$ cat src/rtl/ewr_pkg.sv
package ewr_pkg;
  typedef enum logic [2:0] {
    ST_IDLE   = 3'd0,
    ST_WBACK  = 3'd1,
    ST_REREAD = 3'd2,
    ST_CHECK  = 3'd3,
    ST_SPWR   = 3'd4
  } ewr_state_e;
endpackage

$ cat src/rtl/ewr_spare_table.sv
module ewr_spare_table #(
  parameter int AW     = 10,
  parameter int NSPARE = 8,
  parameter int SIW    = 3
) (
  input  logic           clk,
  input  logic           rst_n,
  input  logic [AW-1:0]  lk_addr,
  output logic           lk_hit,
  output logic [SIW-1:0] lk_idx,
  output logic           free_ok,
  output logic [SIW-1:0] free_idx,
  input  logic           alloc_en,
  input  logic [AW-1:0]  alloc_addr,
  input  logic           mark_en,
  input  logic [SIW-1:0] mark_idx
);
  logic [NSPARE-1:0] valid_q, valid_d;
  logic [NSPARE-1:0] faulty_q, faulty_d;
  logic [AW-1:0]     addr_q [NSPARE];
  logic [NSPARE-1:0] hit_vec;
  logic [NSPARE-1:0] usable_free;

  // per-entry compare and availability
  for (genvar g = 0; g < NSPARE; g++) begin : g_entry
    assign hit_vec[g]     = valid_q[g] && !faulty_q[g] && (addr_q[g] == lk_addr);
    assign usable_free[g] = !valid_q[g] && !faulty_q[g];
  end

  // highest matching index wins: newest remap has priority
  always_comb begin
    lk_hit = 1'b0;
    lk_idx = '0;
    for (int i = 0; i < NSPARE; i++) begin
      if (hit_vec[i]) begin
        lk_hit = 1'b1;
        lk_idx = SIW'(i);
      end
    end
  end

  // lowest usable index is allocated first
  always_comb begin
    free_ok  = 1'b0;
    free_idx = '0;
    for (int i = NSPARE - 1; i >= 0; i--) begin
      if (usable_free[i]) begin
        free_ok  = 1'b1;
        free_idx = SIW'(i);
      end
    end
  end

  always_comb begin
    valid_d  = valid_q;
    faulty_d = faulty_q;
    if (alloc_en) valid_d[free_idx]  = 1'b1;
    if (mark_en)  faulty_d[mark_idx] = 1'b1;
  end

  always_ff @(posedge clk or negedge rst_n) begin
    if (!rst_n) begin
      valid_q  <= '0;
      faulty_q <= '0;
    end else begin
      valid_q  <= valid_d;
      faulty_q <= faulty_d;
    end
  end

  always_ff @(posedge clk or negedge rst_n) begin
    if (!rst_n) begin
      for (int i = 0; i < NSPARE; i++) addr_q[i] <= '0;
    end else if (alloc_en) begin
      addr_q[free_idx] <= alloc_addr;
    end
  end

  AST_ALLOC_HAS_FREE: assert property (@(posedge clk) disable iff (!rst_n)
    alloc_en |-> free_ok);
  AST_MARK_IN_USE: assert property (@(posedge clk) disable iff (!rst_n)
    mark_en |-> valid_q[mark_idx]);
  AST_RETIRED_STICKY: assert property (@(posedge clk) disable iff (!rst_n)
    ((faulty_q & $past(faulty_q)) == $past(faulty_q)));
endmodule

$ cat src/rtl/ewr_seq.sv
module ewr_seq
  import ewr_pkg::*;
#(
  parameter int AW  = 10,
  parameter int DW  = 32,
  parameter int SIW = 3
) (
  input  logic           clk,
  input  logic           rst_n,
  input  logic           host_rd_fire,
  input  logic [AW-1:0]  host_addr,
  input  logic           host_spare,
  input  logic [SIW-1:0] host_sidx,
  input  logic [DW-1:0]  d_data,
  input  logic           d_single,
  input  logic           d_double,
  input  logic           free_ok,
  input  logic [SIW-1:0] free_idx,
  output logic           busy,
  output logic           active,
  output logic           rd_pend,
  output logic           uncorr,
  output logic           exhausted,
  output logic           op_en,
  output logic           op_we,
  output logic           op_spare,
  output logic [SIW-1:0] op_sidx,
  output logic [AW-1:0]  op_addr,
  output logic [DW-1:0]  op_data,
  output logic           alloc_en,
  output logic           mark_en,
  output logic [SIW-1:0] mark_idx
);
  ewr_state_e     state_q, state_d;
  logic           pend_q;
  logic [AW-1:0]  loc_addr_q;
  logic           loc_spare_q;
  logic [SIW-1:0] loc_sidx_q;
  logic [DW-1:0]  cdata_q;
  logic [SIW-1:0] nsidx_q, nsidx_d;
  logic           exh_q, exh_d;
  logic           cap_en;
  logic           hard_seen;

  assign cap_en    = (state_q == ST_IDLE) && pend_q && d_single;
  assign hard_seen = d_single || d_double;

  always_comb begin
    state_d  = state_q;
    nsidx_d  = nsidx_q;
    exh_d    = exh_q;
    alloc_en = 1'b0;
    mark_en  = 1'b0;
    unique case (state_q)
      ST_IDLE:   if (cap_en) state_d = ST_WBACK;
      ST_WBACK:  state_d = ST_REREAD;
      ST_REREAD: state_d = ST_CHECK;
      ST_CHECK: begin
        state_d = ST_IDLE;
        if (hard_seen) begin
          mark_en = loc_spare_q;
          if (free_ok) begin
            alloc_en = 1'b1;
            nsidx_d  = free_idx;
            state_d  = ST_SPWR;
          end else begin
            exh_d = 1'b1;
          end
        end
      end
      ST_SPWR:   state_d = ST_IDLE;
      default:   state_d = ST_IDLE;
    endcase
  end

  always_ff @(posedge clk or negedge rst_n) begin
    if (!rst_n) begin
      state_q <= ST_IDLE;
      pend_q  <= 1'b0;
      nsidx_q <= '0;
      exh_q   <= 1'b0;
    end else begin
      state_q <= state_d;
      pend_q  <= host_rd_fire;
      nsidx_q <= nsidx_d;
      exh_q   <= exh_d;
    end
  end

  always_ff @(posedge clk or negedge rst_n) begin
    if (!rst_n) begin
      loc_addr_q  <= '0;
      loc_spare_q <= 1'b0;
      loc_sidx_q  <= '0;
    end else if (host_rd_fire) begin
      loc_addr_q  <= host_addr;
      loc_spare_q <= host_spare;
      loc_sidx_q  <= host_sidx;
    end
  end

  always_ff @(posedge clk or negedge rst_n) begin
    if (!rst_n)      cdata_q <= '0;
    else if (cap_en) cdata_q <= d_data;
  end

  assign active    = (state_q != ST_IDLE);
  assign busy      = active || cap_en;
  assign rd_pend   = pend_q;
  assign uncorr    = pend_q && d_double && !d_single;
  assign exhausted = exh_q;

  assign op_en    = (state_q == ST_WBACK) || (state_q == ST_REREAD) || (state_q == ST_SPWR);
  assign op_we    = (state_q == ST_WBACK) || (state_q == ST_SPWR);
  assign op_spare = (state_q == ST_SPWR) ? 1'b1 : loc_spare_q;
  assign op_sidx  = (state_q == ST_SPWR) ? nsidx_q : loc_sidx_q;
  assign op_addr  = loc_addr_q;
  assign op_data  = cdata_q;
  assign mark_idx = loc_sidx_q;

  AST_WB_THEN_REREAD: assert property (@(posedge clk) disable iff (!rst_n)
    (state_q == ST_WBACK) |=> (state_q == ST_REREAD));
  AST_UNC_NO_REPAIR: assert property (@(posedge clk) disable iff (!rst_n)
    uncorr |=> (state_q == ST_IDLE));
  AST_EXH_STICKY: assert property (@(posedge clk) disable iff (!rst_n)
    exh_q |=> exh_q);
  AST_CHECK_AFTER_REREAD: assert property (@(posedge clk) disable iff (!rst_n)
    (state_q == ST_CHECK) |-> ($past(state_q) == ST_REREAD));
endmodule

$ cat src/rtl/ecc_word_repair.sv
module ecc_word_repair #(
  parameter  int AW     = 10,
  parameter  int DW     = 32,
  parameter  int NSPARE = 8,
  localparam int SIW    = (NSPARE > 1) ? $clog2(NSPARE) : 1
) (
  input  logic           clk,
  input  logic           rst_n,
  input  logic           h_req,
  input  logic           h_we,
  input  logic [AW-1:0]  h_addr,
  input  logic [DW-1:0]  h_wdata,
  output logic           h_busy,
  output logic           h_rvalid,
  output logic [DW-1:0]  h_rdata,
  output logic           h_uncorr,
  output logic           repair_exhausted,
  output logic           m_en,
  output logic           m_we,
  output logic           m_spare,
  output logic [SIW-1:0] m_sidx,
  output logic [AW-1:0]  m_addr,
  output logic [DW-1:0]  m_wdata,
  input  logic [DW-1:0]  d_data,
  input  logic           d_single,
  input  logic           d_double
);
  logic           busy, active, rd_pend;
  logic           lk_hit, free_ok, alloc_en, mark_en;
  logic [SIW-1:0] lk_idx, free_idx, mark_idx;
  logic           op_en, op_we, op_spare;
  logic [SIW-1:0] op_sidx;
  logic [AW-1:0]  op_addr;
  logic [DW-1:0]  op_data;
  logic           host_fire, host_rd_fire;

  assign host_fire    = h_req && !busy;
  assign host_rd_fire = host_fire && !h_we;

  ewr_spare_table #(.AW(AW), .NSPARE(NSPARE), .SIW(SIW)) u_table (
    .clk        (clk),
    .rst_n      (rst_n),
    .lk_addr    (h_addr),
    .lk_hit     (lk_hit),
    .lk_idx     (lk_idx),
    .free_ok    (free_ok),
    .free_idx   (free_idx),
    .alloc_en   (alloc_en),
    .alloc_addr (op_addr),
    .mark_en    (mark_en),
    .mark_idx   (mark_idx)
  );

  ewr_seq #(.AW(AW), .DW(DW), .SIW(SIW)) u_seq (
    .clk          (clk),
    .rst_n        (rst_n),
    .host_rd_fire (host_rd_fire),
    .host_addr    (h_addr),
    .host_spare   (lk_hit),
    .host_sidx    (lk_idx),
    .d_data       (d_data),
    .d_single     (d_single),
    .d_double     (d_double),
    .free_ok      (free_ok),
    .free_idx     (free_idx),
    .busy         (busy),
    .active       (active),
    .rd_pend      (rd_pend),
    .uncorr       (h_uncorr),
    .exhausted    (repair_exhausted),
    .op_en        (op_en),
    .op_we        (op_we),
    .op_spare     (op_spare),
    .op_sidx      (op_sidx),
    .op_addr      (op_addr),
    .op_data      (op_data),
    .alloc_en     (alloc_en),
    .mark_en      (mark_en),
    .mark_idx     (mark_idx)
  );

  // memory port: sequencer owns it while active, else host with steering
  always_comb begin
    if (active) begin
      m_en    = op_en;
      m_we    = op_we;
      m_spare = op_spare;
      m_sidx  = op_sidx;
      m_addr  = op_addr;
      m_wdata = op_data;
    end else begin
      m_en    = host_fire;
      m_we    = h_we;
      m_spare = lk_hit;
      m_sidx  = lk_idx;
      m_addr  = h_addr;
      m_wdata = h_wdata;
    end
  end

  assign h_busy   = busy;
  assign h_rvalid = rd_pend;
  assign h_rdata  = d_data;

  AST_READ_RETURNS_NEXT: assert property (@(posedge clk) disable iff (!rst_n)
    (h_req && !h_we && !h_busy) |=> h_rvalid);
  AST_NO_ACCESS_IN_RESULT_HOLD: assert property (@(posedge clk) disable iff (!rst_n)
    (h_busy && !active) |-> !m_en);
endmodule

$ cat config.mk
export PLATFORM = sky130hd
export DESIGN_NAME = ecc_word_repair
export DESIGN_NICKNAME = d
export VERILOG_FILES = /design/src/rtl/ewr_pkg.sv /design/src/rtl/ewr_spare_table.sv /design/src/rtl/ewr_seq.sv /design/src/rtl/ecc_word_repair.sv
export SDC_FILE = /design/constraint.sdc
export NUM_CORES = 1
export LEC_CHECK = 0
export ABC_CLOCK_PERIOD_IN_PS = 5400
export CAP_MARGIN = 20
export CORE_MARGIN = 2
export CORE_UTILIZATION = 60
export CTS_CLUSTER_SIZE = 20
export DETAILED_ROUTE_END_ITERATION = 10
export DONT_BUFFER_PORTS = 1
export PLACE_DENSITY = 0.76
export SETUP_SLACK_MARGIN = 0.05
export SYNTH_ARGS = -nofsm -noshare
export SYNTH_HDL_FRONTEND = slang
export SYNTH_SLANG_ARGS = --single-unit
$ cat constraint.sdc
create_clock -name clk -period 5.4 [get_ports clk]
set_input_delay 0.54 -clock clk [delete_from_list [all_inputs] [get_ports clk]]
set_output_delay 0.54 -clock clk [all_outputs]
set_load 0.02 [all_outputs]
# Word level (Yosys, flattened, before mapping)
# Index checks and enable logic that the tools add are counted.
# Widths: inputs -> output; s select.
[op_classes]
n_div = 0
multipliers = 0
addsub = 0
n_bitwise = 4
reduce_logical = 61
n_mux = 55
shifts = 0
n_lt_le_gt_ge = 6
n_eq_ne = 13
[ops]
columns = ["cell", "n"]
rows = [
  ["$bwmux 80", 1],
  ["$eq 10x10->1", 8],
  ["$mux 3", 17],
  ["$logic_and 1x1->1", 33],
  ["$mux 32", 1],
  ["$demux 10 s3", 1],
  ["$mux 1", 28],
  ["$mux 10", 2],
  ["$logic_not 1->1", 19],
  ["$or 8x8->8", 2],
  ["$pmux 3 s4", 1],
  ["$lt 3x4->1 const B", 2],
  ["$demux 1 s3", 2],
  ["$eq 3x2->1 const B", 2],
  ["$ge 3x1->1 const B", 2],
  ["$reduce_and 3->1", 2],
  ["$logic_or 1x1->1", 5],
  ["$ge 4x4->1 const B", 1],
  ["$lt 4x1->1 const B", 1],
  ["$mux 2", 2],
  ["$not 3->4", 1],
  ["$eq 3x1->1 const B", 1],
  ["$eq 3x3->1 const B", 1],
  ["$logic_not 3->1", 1],
  ["3 further kinds", 3],
]
[word_totals]
n_memories = 0
out_inout_bits = 84
ramBits = 0
mem_bits_ro = 0
in_bits = 80
ff_bits = 150
latch_bits = 0

# Logic depth before layout (Yosys ltp)
# Gate-level depths: netlist of the first run.
[logic_depth]
word_depth = 16
depth_mapped = 11
ltp_nobuf = 7

# By module
# From an unflattened synthesis of the first run, not the netlist that was laid out.
[hier_totals]
hier_cells = 602
area_unflattened_um2 = 7967.6
[by_module_without_submodules]
columns = ["module", "instances", "seq_area_each_um2", "area_each_um2", "cells_each"]
rows = [
  ["ewr_spare_table", 1, 2402.3, 4837.1, 378],
  ["ewr_seq", 1, 1351.3, 2267.2, 136],
  ["ecc_word_repair", 1, 0.0, 863.3, 88],
]

# Least setup slack after synthesis of the first run
# Ideal clock, no wire load.
[synth_timing]
path_type = "input port to output port"
from = "input h_addr[8]"
to = "output m_sidx[2]"
slack_ps = 2717
path_buffers = 1
t_required_ps = 4860
arrival_ps = 2143
stages = 7
path_cell_list = "clkbuf_1 > xnor2_1 > nand4_1 > nor3_1 > nand2b_1 > nor3_1 > o21ai_0"
[synth_between]
elab_chain_len = 7
[synth_lines]
columns = ["item", "line", "text"]
rows = [
  ["start, declared", "ecc_word_repair.sv:11", "input logic [AW-1:0] h_addr,"],
  ["$eq 10x10->1", "ewr_spare_table.sv:26", "assign hit_vec[g] = valid_q[g] && !faulty_q[g] && (addr_q[g] == lk_addr);"],
  ["$logic_and 1x1->1", "ewr_spare_table.sv:26", ""],
  ["$mux 3 (3 in series)", "ewr_spare_table.sv:35", "if (hit_vec[i]) begin"],
  ["$mux 3 *", "ewr_spare_table.sv:35", ""],
  ["$mux 3 *", "ecc_word_repair.sv:84", "if (active) begin"],
  ["end, declared", "ecc_word_repair.sv:21", "output logic [SIW-1:0] m_sidx,"],
]
# Every way passes the cells marked *; elsewhere a longest branch is shown, timed or not.

# Final worst setup path of the first run
[layout_timing]
from = "register u_table.addr_q[0] (netlist bit)"
to = "output m_sidx[1]"
[layout_between]
elab_chain_len = 4
[layout_lines]
columns = ["item", "line", "text"]
rows = [
  ["start, declared", "ewr_spare_table.sv:20", "logic [AW-1:0] addr_q [NSPARE];"],
  ["start signal, assigned by index", "ewr_spare_table.sv:75", "addr_q[free_idx] <= alloc_addr;"],
  ["$eq 10x10->1", "ewr_spare_table.sv:26", ""],
  ["$logic_and 1x1->1", "ewr_spare_table.sv:26", ""],
  ["$mux 3", "ewr_spare_table.sv:35", ""],
  ["$mux 3", "ecc_word_repair.sv:84", ""],
]
# Every way passes these cells.

==> metrics.md, run 1 <==
| Metric | Value |
|---|---|
| Tot Pwr | `5.02 mW` |
| Net count, final | `760` |
| CTS buffer count | `17` |
| Number of diodes | `0` |
| Initial Util | `61.2%` |
| Leakage | `4.04 nW` |
| Setup TNS Final | `0 ps` |
| Share of flip-flops with an asynchronous set or reset | `100%` |
| Top FF cell, synth | `dfrtp_1` |
| Layout overhead on the synthesized area | `5.97%` |
| Clock tree sinks | `150` |
| Htree depth | `4` |
| Number of synthesized register bits | `150` |
| Layout Skew | `10.6 ps` |
| DR vias | `5048` |
| Max Slew Vio Count | `0` |
| Cells after Synth | `731` |
| # IOs | `164` |
| # rows | `41` |
| Clock period minus worst slack | `3090 ps` |
| Cts repair resizes | `0` |
| Reg-to-reg slack, setup | `2510 ps` |
| Final instance area | `8150 µm²` |
| Die height | `117 µm` |
| ANT nets after route | `0` |
| Filler Cells Inserted | `1002` |
| Die Area | `13700 µm²` |
| Final hold vios | `0` |
| PwrDens | `616 nW/µm²` |
| Endpoints failing setup | `0` |
| Worst slew pin tran | `1070 ps` |
| Gr usage total | `25.6%` |
| Crit path capture type | `primary output` |
| Arr. time, crit path | `2550 ps` |
| Peak supply drop | `0.000306 V` |
| Critical path peak fanout | `4` |
| Synthesized area | `7690 µm²` |
| Antenna violations before repair | `0` |
| Syn Nets | `811` |
| First drt pass iteration count | `5` |
| Setup CP Type | `reg2out` |
| Seq/Total Area, Yosys | `48.8%` |
| 1st-iter DRT viols | `474` |
| Root buf cell | `clkbuf_16` |
| Status | `finished clean` |
| Max Buffers Root-to-Sink | `2` |
| Worst slew margin | `28.6%` |
| Syn avg cell area | `10.5 µm²` |
| Fmax | `324 MHz` |
| Port bufs | `0` |
| DR WL/cell | `19.9 µm` |
| Library cells used by synthesis | `44` |
| First-pass GRT wire length | `26.2 mm` |
| Pin count of the biggest net entering global routing | `151` |
| Crit start category | `register` |
| DP Area | `7500 µm²` |
| CP Data Required Time | `4860 ps` |
| Clk pin slew, worst setup/hold paths | `50 ps` |
| GP Congestion | `0.835` |
| DP Wirelength | `11.7 mm` |
| Max Cap Viol | `0` |
| Fraction of final layout cells sized beyond drive strength 1 | `24.3%` |
| Die X | `117 µm` |
| Tcrit/Tclk final | `57.2%` |
| Post-CTS Setup Bufs | `0` |
| Vias per cell | `5.84` |
| Routed wire length | `17.2 mm` |
| Drt drc | `0` |
| Post-synth EDFFs | `0` |
| Worst skew pair latency | `420 ps` |
| Yosys warning count | `0` |
| Grt ovf | `0` |
| Min-Delay Path Class | `in2async` |
| CTS tree | `built` |
| Number of global-route vias before repair | `4937` |
| Min Hold Slack | `81.3 ps` |
| Core area | `12600 µm²` |
| RSZ-0062 raised after global routing | `no` |
-- final timing paths --
check / startpoint / to / cells after the start
max: u_table.addr_q[0] / m_sidx[1] / 6
min: rst_n / u_table.valid_q[2] / 1
max reg2reg: u_seq.state_q[2] / u_table.addr_q[20] / 5
min reg2reg: u_table.faulty_q[2] / u_table.faulty_q[2] / 1
max in group asynchronous: rst_n / u_table.addr_q[33] / 1
min in group clk: h_addr[2] / u_seq.op_addr[2] / 2
-- cells by family after synthesis --
logic type | count (synthesis) | share of synthesized area [%]
muxes | 113 | 17.0
AOI/OAI and AO/OA | 40 | 3.59
buffers and inverters | 82 | 6.15
xor gates and xnor gates | 81 | 9.22
and+or+nand+nor | 265 | 15.3
DFF | 150 | 48.8
-- cells in the mapped netlist, types with 3 or more instances --
library cell | number | share of area [%]
a21o_1 | 5 | 0.49
a21oi_1 | 7 | 0.46
a31o_2 | 4 | 0.46
and3_1 | 3 | 0.24
buf_1 | 10 | 0.49
buf_2 | 9 | 0.59
buf_4 | 35 | 3.4
buf_6 | 3 | 0.44
clkbuf_1 | 21 | 1.0
dfrtp_1 | 150 | 49
inv_1 | 3 | 0.15
mux2_2 | 104 | 15
mux2_4 | 9 | 1.8
nand2_1 | 172 | 8.4
nand2b_1 | 10 | 0.81
nand3_1 | 7 | 0.46
nand4_1 | 5 | 0.41
nor2_1 | 20 | 0.98
nor2b_1 | 3 | 0.24
nor3_1 | 15 | 0.98
nor4_1 | 13 | 1.1
o21ai_0 | 7 | 0.46
o22a_1 | 3 | 0.34
o22ai_1 | 3 | 0.24
or2_2 | 8 | 0.65
or3_1 | 3 | 0.24
xnor2_1 | 25 | 2.8
xor2_1 | 56 | 6.4
-- sequential cells by signal, summed over array words and instances, names as in the netlist, 3 cells and up --
name / count
u_seq.mark_idx: 3
u_seq.nsidx_q: 3
u_table.valid_q: 8
u_seq.op_data: 32
u_table.addr_q: 80
u_seq.op_addr: 10
u_seq.state_q: 3
u_table.faulty_q: 8
-- area by class of cell --
class                   instances  area [µm²]  area share [%]
flip-flops and latches        150        3750            46.0
multi-input cells             499        3480            42.7
well taps                     172         215            2.64
repair buffers                  8        80.1           0.982
clock buffers                  22         454            5.57
clock inverters                 9         151            1.86
inverters                       4        15.0           0.184
-- critical path: stages (launching register included) --
cell and delay (ps):
dfrtp_1 390, xor2_1 160, nor4_1 480, nand3_1 230, nand2_1 190, a21oi_1 90, o21ai_0 590
-- power breakdown --
part | total (mW) | switching (mW) | internal (mW) | leakage [nW]
clock network | 1.22 | 0.442 | 0.781 | 0.294
logic | 1.79 | 1.08 | 0.710 | 1.79
registers | 2.01 | 0.435 | 1.58 | 1.96
total | 5.02 | 1.95 | 3.07 | 4.04
-- metrics by stage --
step / utilization, % / cells / setup WS (ps)
6_report: 64.9 / 864 / 2310
5_1_grt: 64.9 / 864 / 2190
4_1_cts: 64.7 / 862 / 2370
3_5_place_dp: 59.7 / 830 / 2520
3_3_place_gp: 59.7 / 830 / 2610
2_1_floorplan: - / 731 / 2720
-- repair_timing --
item                                   4_1_cts  5_1_grt
hold buffers                                 1        0
endpoints found under the hold margin      150        0
setup endpoints to repair                    0        0
-- per-layer routing --
layer | GRT usage (%) | part of all wire (%)
met5 | 0 | 0
met4 | 10.7 | 2.1
met3 | 7.00 | 6.6
met2 | 39.5 | 48
met1 | 34.4 | 43
-- layout by cell type, fill, tap and decap left out, types with 2 or more instances in the layout --
cell,n
a21o_1,5
a21oi_1,7
a31o_2,4
and3_1,3
buf_4,6
bufinv_16,4
clkbuf_1,4
clkbuf_16,17
clkinv_2,3
dfrtp_1,150
inv_1,3
mux2_2,104
mux2_4,9
nand2_1,172
nand2b_1,10
nand3_1,7
nand4_1,5
nor2_1,18
nor2b_1,3
nor3_1,15
nor4_1,12
o21a_1,2
o21ai_0,7
o21bai_1,2
o22a_1,3
o22ai_1,3
or2_2,8
or3_1,3
xnor2_1,25
xor2_1,56
Power figures use the tool's default switching activity.
==> run 2, diff against run 1 <==
--- a/config.mk
+++ b/config.mk
@@ -5,7 +5,7 @@
 export SDC_FILE = /design/constraint.sdc
 export NUM_CORES = 1
 export LEC_CHECK = 0
-export ABC_CLOCK_PERIOD_IN_PS = 5400
+export ABC_CLOCK_PERIOD_IN_PS = 2950
 export CAP_MARGIN = 20
 export CORE_MARGIN = 2
 export CORE_UTILIZATION = 60
==> constraint.sdc (replaced) <==
create_clock -name clk -period 2.95 [get_ports clk]
set_input_delay 0.295 -clock clk [delete_from_list [all_inputs] [get_ports clk]]
set_output_delay 0.295 -clock clk [all_outputs]
set_load 0.02 [all_outputs]
==> run 2 against run 1 <==
Against the previous run: the flow now finishes with violations (negative hold slack); non-clock buffer count grew 12; flip-flop and latch count is the same; sequential share of layout area shrank 0.66 points; sequential power grew 85%; first-iteration DRC count shrank 3.0%; critical path depth is the same; critical path type unchanged.
==> metrics.md, run 2 (synthesized netlist as in run 1, its figures left out) <==
| Metric | Value |
|---|---|
| Status | `finished with violations` |
| Failing checks | `negative hold slack` |
| Min-Delay Path Class | `in2async` |
| DP Area | `7540 µm² (+0.50%)` |
| ANT nets after route | `0 (unchanged)` |
| Crit path capture type | `primary output` |
| Commonest non-fill, non-tap cells in the layout | `nand2_1 (172), dfrtp_1 (150), mux2_2 (104)` |
| Final hold vios | `150 (+150)` |
| Die Area | `13700 µm² (unchanged)` |
| DR WL/cell | `20.1 µm (+1.3%)` |
| Endpoints failing setup | `0 (unchanged)` |
| Initial Util | `61.2% (unchanged)` |
| 1st-iter DRT viols | `460 (-3.0%)` |
| Max Slew Vio Count | `0 (unchanged)` |
| PnR worst setup slack | `206 ps (-2110 ps)` |
| Reg with most FFs | `u_table.addr_q` |
| Drt drc | `0 (unchanged)` |
| CP max-delay cell | `a21oi_1` |
| Final Core Density | `65.8% (+0.95 points)` |
| CP Data Required Time | `2650 ps (-2210 ps)` |
| Pre-CTS WS | `408 ps (-2110 ps)` |
| Commonest non-fill, non-tap cell in the layout | `nand2_1` |
| Antenna violations before repair | `0 (unchanged)` |
| Tcrit/Tclk final | `93.0%` |
| Number of global-route vias before repair | `4805 (-2.7%)` |
| Port bufs | `0 (unchanged)` |
| Fmax | `364 MHz` |
| Tot Pwr | `9.20 mW (+83%)` |
| Post-CTS Setup Bufs | `0 (unchanged)` |
| Leakage | `4.10 nW (+1.6%)` |
| GP Congestion | `0.876 (+4.9%)` |
| First-pass GRT wire length | `26.4 mm (+0.92%)` |
| Worst slew pin tran | `1120 ps (+50.5 ps)` |
| Setup CP Type | `reg2out` |
| Layout Cells excl Fill | `876 (+1.4%)` |
| Net count, final | `772 (+1.6%)` |
| First drt pass iteration count | `6 (+1)` |
| Setup TNS Final | `0 ps (unchanged)` |
| PwrDens | `1110 nW/µm² (+81%)` |
| Die height | `117 µm (unchanged)` |
| # IOs | `164 (unchanged)` |
| Max Buffers Root-to-Sink | `2 (unchanged)` |
| Critical path peak fanout | `2 (-2)` |
| Crit start category | `register` |
| Htree depth | `4 (unchanged)` |
| Clock period minus worst slack | `2740 ps` |
| DP Wirelength | `11.3 mm (-3.0%)` |
| Gr usage total | `26.1% (+0.56 points)` |
| Root buf cell | `clkbuf_16` |
| Arr. time, crit path | `2450 ps (-100 ps)` |
| Clk pin slew, worst setup/hold paths | `60 ps (about the same)` |
| Most frequent cell on the critical path | `nor4_1` |
| Crit path cell chain | `xor2_1 > nor4_1 > nand4_1 > o41ai_1 > nor4_1 > a21oi_1` |
| CTS tree | `built` |
| Core area | `12600 µm² (unchanged)` |
| Fraction of final layout cells sized beyond drive strength 1 | `24.6% (+0.30 points)` |
| Min Hold Slack | `-427 ps (-508 ps)` |
| Routed wire length | `17.6 mm (+2.7%)` |
| Final instance area | `8270 µm² (+1.5%)` |
| # rows | `41 (unchanged)` |
| DR vias | `5120 (+1.4%)` |
| Grt ovf | `0 (unchanged)` |
| Filler Cells Inserted | `957 (-4.5%)` |
| Largest register FFs | `80 (unchanged)` |
| Clock tree sinks | `150 (unchanged)` |
| Worst skew pair latency | `420 ps (about the same)` |
| # placed instances | `835 (+0.60%)` |
| Number of diodes | `0 (unchanged)` |
| CTS buffer count | `17 (unchanged)` |
| Hold buffers post-CTS | `10 (+9)` |
| Layout overhead on the synthesized area | `7.51%` |
| RSZ-0062 raised after global routing | `no` |
| Max Cap Viol | `0 (unchanged)` |
| Critical Path Max Stage Delay | `450 ps (-140 ps)` |
| Pin count of the biggest net entering global routing | `151 (unchanged)` |
| Layout Skew | `4.87 ps (-5.73 ps)` |
| Peak supply drop | `0.000590 V (+93%)` |
| Vias per cell | `5.84 (about the same)` |
| Die X | `117 µm (unchanged)` |
| Worst slew margin | `25.2% (-3.4 points)` |
## run 2: area by class of cell
| type | instances | area (µm²) | area share, % |
|---|---|---|---|
| clock inverters | 9 | 149 | 1.80 |
| clock buffers | 22 | 474 | 5.73 |
| repair buffers | 20 | 175 | 2.12 |
| inverters | 4 | 15.0 | 0.182 |
| multi-input cells | 499 | 3490 | 42.2 |
| flip-flops and latches | 150 | 3750 | 45.4 |
| well taps | 172 | 215 | 2.60 |
## run 2: worst paths after layout
path	startpoint	end	slack [ps]	cells after the start
max in group asynchronous	rst_n	u_seq.op_data[7]	3160	0
min	rst_n	u_table.addr_q[15]	-430	0
min in group clk	d_data[18]	u_seq.op_data[18]	30	1
min reg2reg	u_table.valid_q[2]	u_table.valid_q[2]	480	1
max	u_table.addr_q[72]	m_spare	210	6
max reg2reg	u_table.valid_q[7]	u_table.addr_q[34]	380	5
## run 2: critical path: cells and delay by family, from the launching register on
kind            cells  cell delay (ps)
compound gates      2              870
xor+xnor            1              140
flops               1              390
simple gates        3              630
## run 2: repair_timing
item / 4_1_cts / 5_1_grt
endpoints found under the hold margin: 160 / 150
gates resized for setup: 0 / 1
endpoints found under the setup margin: 0 / 1
## run 2: power breakdown
part | total [mW] | switching (mW) | internal, mW
combinational | 3.22 | 1.90 | 1.32
sequential | 3.71 | 0.818 | 2.89
clock | 2.27 | 0.800 | 1.47
## run 2: metal layers
layer,wire length (µm),track usage [%],share of wire (%),up-vias
met5,0,0,0,-
met1,7770,36.3,44,2592
li1,-,-,-,2320
met3,1010,7.05,5.7,27
met4,346,9.10,2.0,0
met2,8500,39.9,48,181
==> run 3, diff against run 2 <==
--- a/config.mk
+++ b/config.mk
@@ -5,6 +5,7 @@
 export SDC_FILE = /design/constraint.sdc
 export NUM_CORES = 1
 export LEC_CHECK = 0
+export ABC_AREA = 1
 export ABC_CLOCK_PERIOD_IN_PS = 2950
 export CAP_MARGIN = 20
 export CORE_MARGIN = 2
@@ -16,4 +17,5 @@
 export SETUP_SLACK_MARGIN = 0.05
 export SYNTH_ARGS = -nofsm -noshare
 export SYNTH_HDL_FRONTEND = slang
+export SYNTH_HIERARCHICAL = 1
 export SYNTH_SLANG_ARGS = --single-unit
==> run 3 against run 2 <==
Against the previous run: the run still ends with negative hold slack left; synthesized cell count is 53% higher; die area is 9.0% higher; register-to-register slack hardly changed; clock power is 5% higher; synthesized area is 9.3% higher; clock-buffer cell count is 3 lower; total power is 24% lower; fmax is 6.2% higher; critical path depth is 9 higher; highest routed layer unchanged; non-clock buffer count is 9 lower; largest cell class unchanged; final area is 5.8% higher; worst hold slack worse by 8.3 ps.
==> metrics.md, run 3 <==
| Metric | Value |
|---|---|
| Status | `finished with violations` |
| Failing checks | `negative hold slack` |
| Leakage | `4.77 nW (+16%)` |
| ANT nets after route | `0 (unchanged)` |
| Vias per cell | `5.77 (-1.2%)` |
| Worst slew pin tran | `743 ps (-377 ps)` |
| DP Wirelength | `14.0 mm (+24%)` |
| Post-CTS Setup Bufs | `0 (unchanged)` |
| DP Area | `8090 µm² (+7.3%)` |
| # IOs | `164 (unchanged)` |
| Number of global-route vias before repair | `6594 (+37%)` |
| Root buf cell | `clkbuf_16` |
| Die X | `122 µm (+4.4%)` |
| Clock tree sinks | `150 (unchanged)` |
| Number of diodes | `0 (unchanged)` |
| Fmax | `387 MHz (+6.2%)` |
| Critical path peak fanout | `16 (+14)` |
| Ranking of synthesized cells by area | `dfrtp_1 (45%), nand2_1 (21%), nand3_1 (5.0%), buf_4 (3.7%), inv_1 (3.3%)` |
| Seq/Total Area, Yosys | `44.6% (-4.2 points)` |
| Commonest cells in the netlist | `nand2_1 (477), dfrtp_1 (150), nand3_1 (84), inv_1 (75), nor2_1 (54)` |
| Switching portion of total power | `39.0% (+0.71 points)` |
| Library cells used by synthesis | `40 (-9.1%)` |
| RSZ-0062 raised after global routing | `yes` |
| Clk pin slew, worst setup/hold paths | `60 ps (about the same)` |
| Synth area leader | `dfrtp_1` |
| PwrDens | `802 nW/µm² (-28%)` |
| Top FF cell, synth | `dfrtp_1` |
| Filler Cells Inserted | `1213 (+27%)` |
| Combinational power share | `25.7% (-9.3 points)` |
| Syn avg cell area | `7.53 µm² (-28%)` |
| Max Cap Viol | `0 (unchanged)` |
| Crit path capture type | `register` |
| GP Congestion | `0.875 (-0.10%)` |
| Synthesized area | `8410 µm² (+9.3%)` |
| Number of synthesized register bits | `150 (unchanged)` |
| Htree depth | `4 (unchanged)` |
| Internal power | `4.29 mW (-25%)` |
| Yosys warning count | `6 (+6)` |
| Peak supply drop | `0.000695 V (+18%)` |
| Final hold vios | `150 (unchanged)` |
| Crit start category | `register` |
| Final Core Density | `63.5% (-2.3 points)` |
| Pin count of the biggest net entering global routing | `151 (unchanged)` |
| Sw Pwr | `2.74 mW (-22%)` |
| CP Data Required Time | `3260 ps (+610 ps)` |
| Clock period minus worst slack | `2580 ps (-161 ps)` |
| Drt drc | `0 (unchanged)` |
| Min-Delay Path Class | `in2async` |
| Fraction of final layout cells sized beyond drive strength 1 | `9.49% (-15 points)` |
| Min Hold Slack | `-435 ps (-8.27 ps)` |
| Seq pwr share | `40.2% (about the same)` |
| Antenna violations before repair | `0 (unchanged)` |
| Commonest non-fill, non-tap cell in the layout | `nand2_1` |
| Cells after Synth | `1117 (+53%)` |
| Net count, final | `1132 (+47%)` |
| Layout Skew | `7.62 ps (+2.76 ps)` |
| Yosys top cell area share | `44.6% (-4.2 points)` |
| # rows | `43 (+4.9%)` |
| Max Buffers Root-to-Sink | `2 (unchanged)` |
| Share of flip-flops with an asynchronous set or reset | `100% (unchanged)` |
| CTS buffer count | `17 (unchanged)` |
| Die Area | `15000 µm² (+9.0%)` |
| Commonest non-fill, non-tap cells in the layout | `nand2_1 (474), dfrtp_1 (150), nand3_1 (84)` |
| Port bufs | `0 (unchanged)` |
| Endpoints failing setup | `0 (unchanged)` |
| Routed wire length | `21.6 mm (+23%)` |
| CTS tree | `built` |
| DR WL/cell | `17.4 µm (-14%)` |
| 1st-iter DRT viols | `651 (+42%)` |
| Worst skew pair latency | `430 ps (about the same)` |
| Post-synth EDFFs | `0 (unchanged)` |
| Worst slew margin | `50.4% (+25 points)` |
| Setup CP Type | `reg2reg` |
| Clock share of power | `34.1% (+9.4 points)` |
| Die height | `122 µm (+4.4%)` |
| Syn Nets | `1197 (+48%)` |
| Max Slew Vio Count | `0 (unchanged)` |
| Reg with most FFs | `u_table/addr_q` |
| Setup TNS Final | `0 ps (unchanged)` |
| Grt ovf | `0 (unchanged)` |
| Initial Util | `61.1% (-0.14 points)` |
| Gr usage total | `30.1% (+3.9 points)` |
| Final instance area | `8750 µm² (+5.8%)` |
| Arr. time, crit path | `2890 ps (+440 ps)` |
| First-pass GRT wire length | `34.4 mm (+30%)` |
| First drt pass iteration count | `6 (unchanged)` |
| DR vias | `7183 (+40%)` |
| Tcrit/Tclk final | `87.6% (-5.5 points)` |
| Most common cell in the netlist | `nand2_1` |
| Largest register FFs | `80 (unchanged)` |
| Core area | `13800 µm² (+9.6%)` |
| Layout overhead on the synthesized area | `4.05%` |
-- run 3: changes by cell type after synthesis, sizes merged, moves of 13 or more --
cell	change
nor2	+41
buf	+29
nand3	+78
inv	+79
mux2	-100
a21oi	+13
nand4	+32
xor2	-32
xnor2	-21
nand2	+313
-- run 3: final cells by class --
cell class | instances | area [µm²] | area share (%)
inverters | 84 | 315 | 3.60
clock buffers | 19 | 453 | 5.18
flip-flops and latches | 150 | 3750 | 42.9
well taps | 180 | 225 | 2.57
repair buffers | 11 | 82.6 | 0.944
clock inverters | 12 | 201 | 2.30
multi-input cells | 788 | 3720 | 42.5
-- run 3: path summary, 6_finish.rpt --
path	startpoint	end	slack, ps	depth (start not counted)
worst max-delay path	u_table/faulty_q[0]	u_table/addr_q[12]	370	15
worst min-delay path	rst_n	u_table/addr_q[21]	-430	0
worst max register to register	u_table/faulty_q[0]	u_table/addr_q[12]	370	15
worst min register to register	u_table/valid_q[3]	u_table/valid_q[3]	460	2
max in group asynchronous	rst_n	u_table/addr_q[40]	3190	0
min in group clk	h_addr[8]	u_seq/op_addr[8]	10	1
-- run 3: worst max-delay path, stage by stage, from the launching register on --
cell,delay [ps]
dfrtp_1,380
inv_1,80
nand2_2,80
nand2_2,110
nor2_2,50
inv_2,100
or2_2,140
inv_1,40
nor2_1,190
nand2_1,160
inv_1,120
inv_1,100
nor3_4,360
nand2_2,300
nor2_1,200
a21oi_2,40
-- run 3: what timing repair did --
action / 4_1_cts / 5_1_grt
hold endpoints to repair: 150 / 150
gates resized for setup: 0 / 3
setup endpoints to repair: 0 / 18
-- run 3: power groups by stage --
stage | Clock [mW] | Sequential (mW) | Combinational [mW]
global placement | 0 | 2.83 | 1.77
floorplan | 0 | 2.52 | 1.87
CTS | 2.42 | 2.81 | 1.80
finish | 2.39 | 2.82 | 1.80
global route | 2.51 | 2.85 | 2.00
detailed placement | 0 | 2.84 | 1.79
-- run 3: per-layer routing --
metal  GRT usage, %  wire [µm]  vias up
met5              0          0        -
met4           12.3        523        0
met3           7.62       2110       42
met2           43.4       9780      348
met1           43.3       9210     3439
li1               -          -     3354
-- run 3: cells by family (layout without fill, tap and decap cells) --
group	count (synthesis)	in the layout	synth area share (%)
compound gates	55	55	4.27
flops	150	150	44.6
xor+xnor	28	28	2.92
simple gates	692	692	35.2
buf+inv	179	126	11.2
mux	13	13	1.74
-- run 3: stage by stage --
stage               total power [mW]  setup slack [ps]  hold WS, ps  cells
CTS                             7.02               285         -444   1244
global route                    7.35              54.5         -451   1244
detailed placement              4.63               295         9.91   1213
finish                          7.02               367         -435   1244
global placement                4.61               438         10.3   1213
floorplan                       4.39               735       -0.591   1117
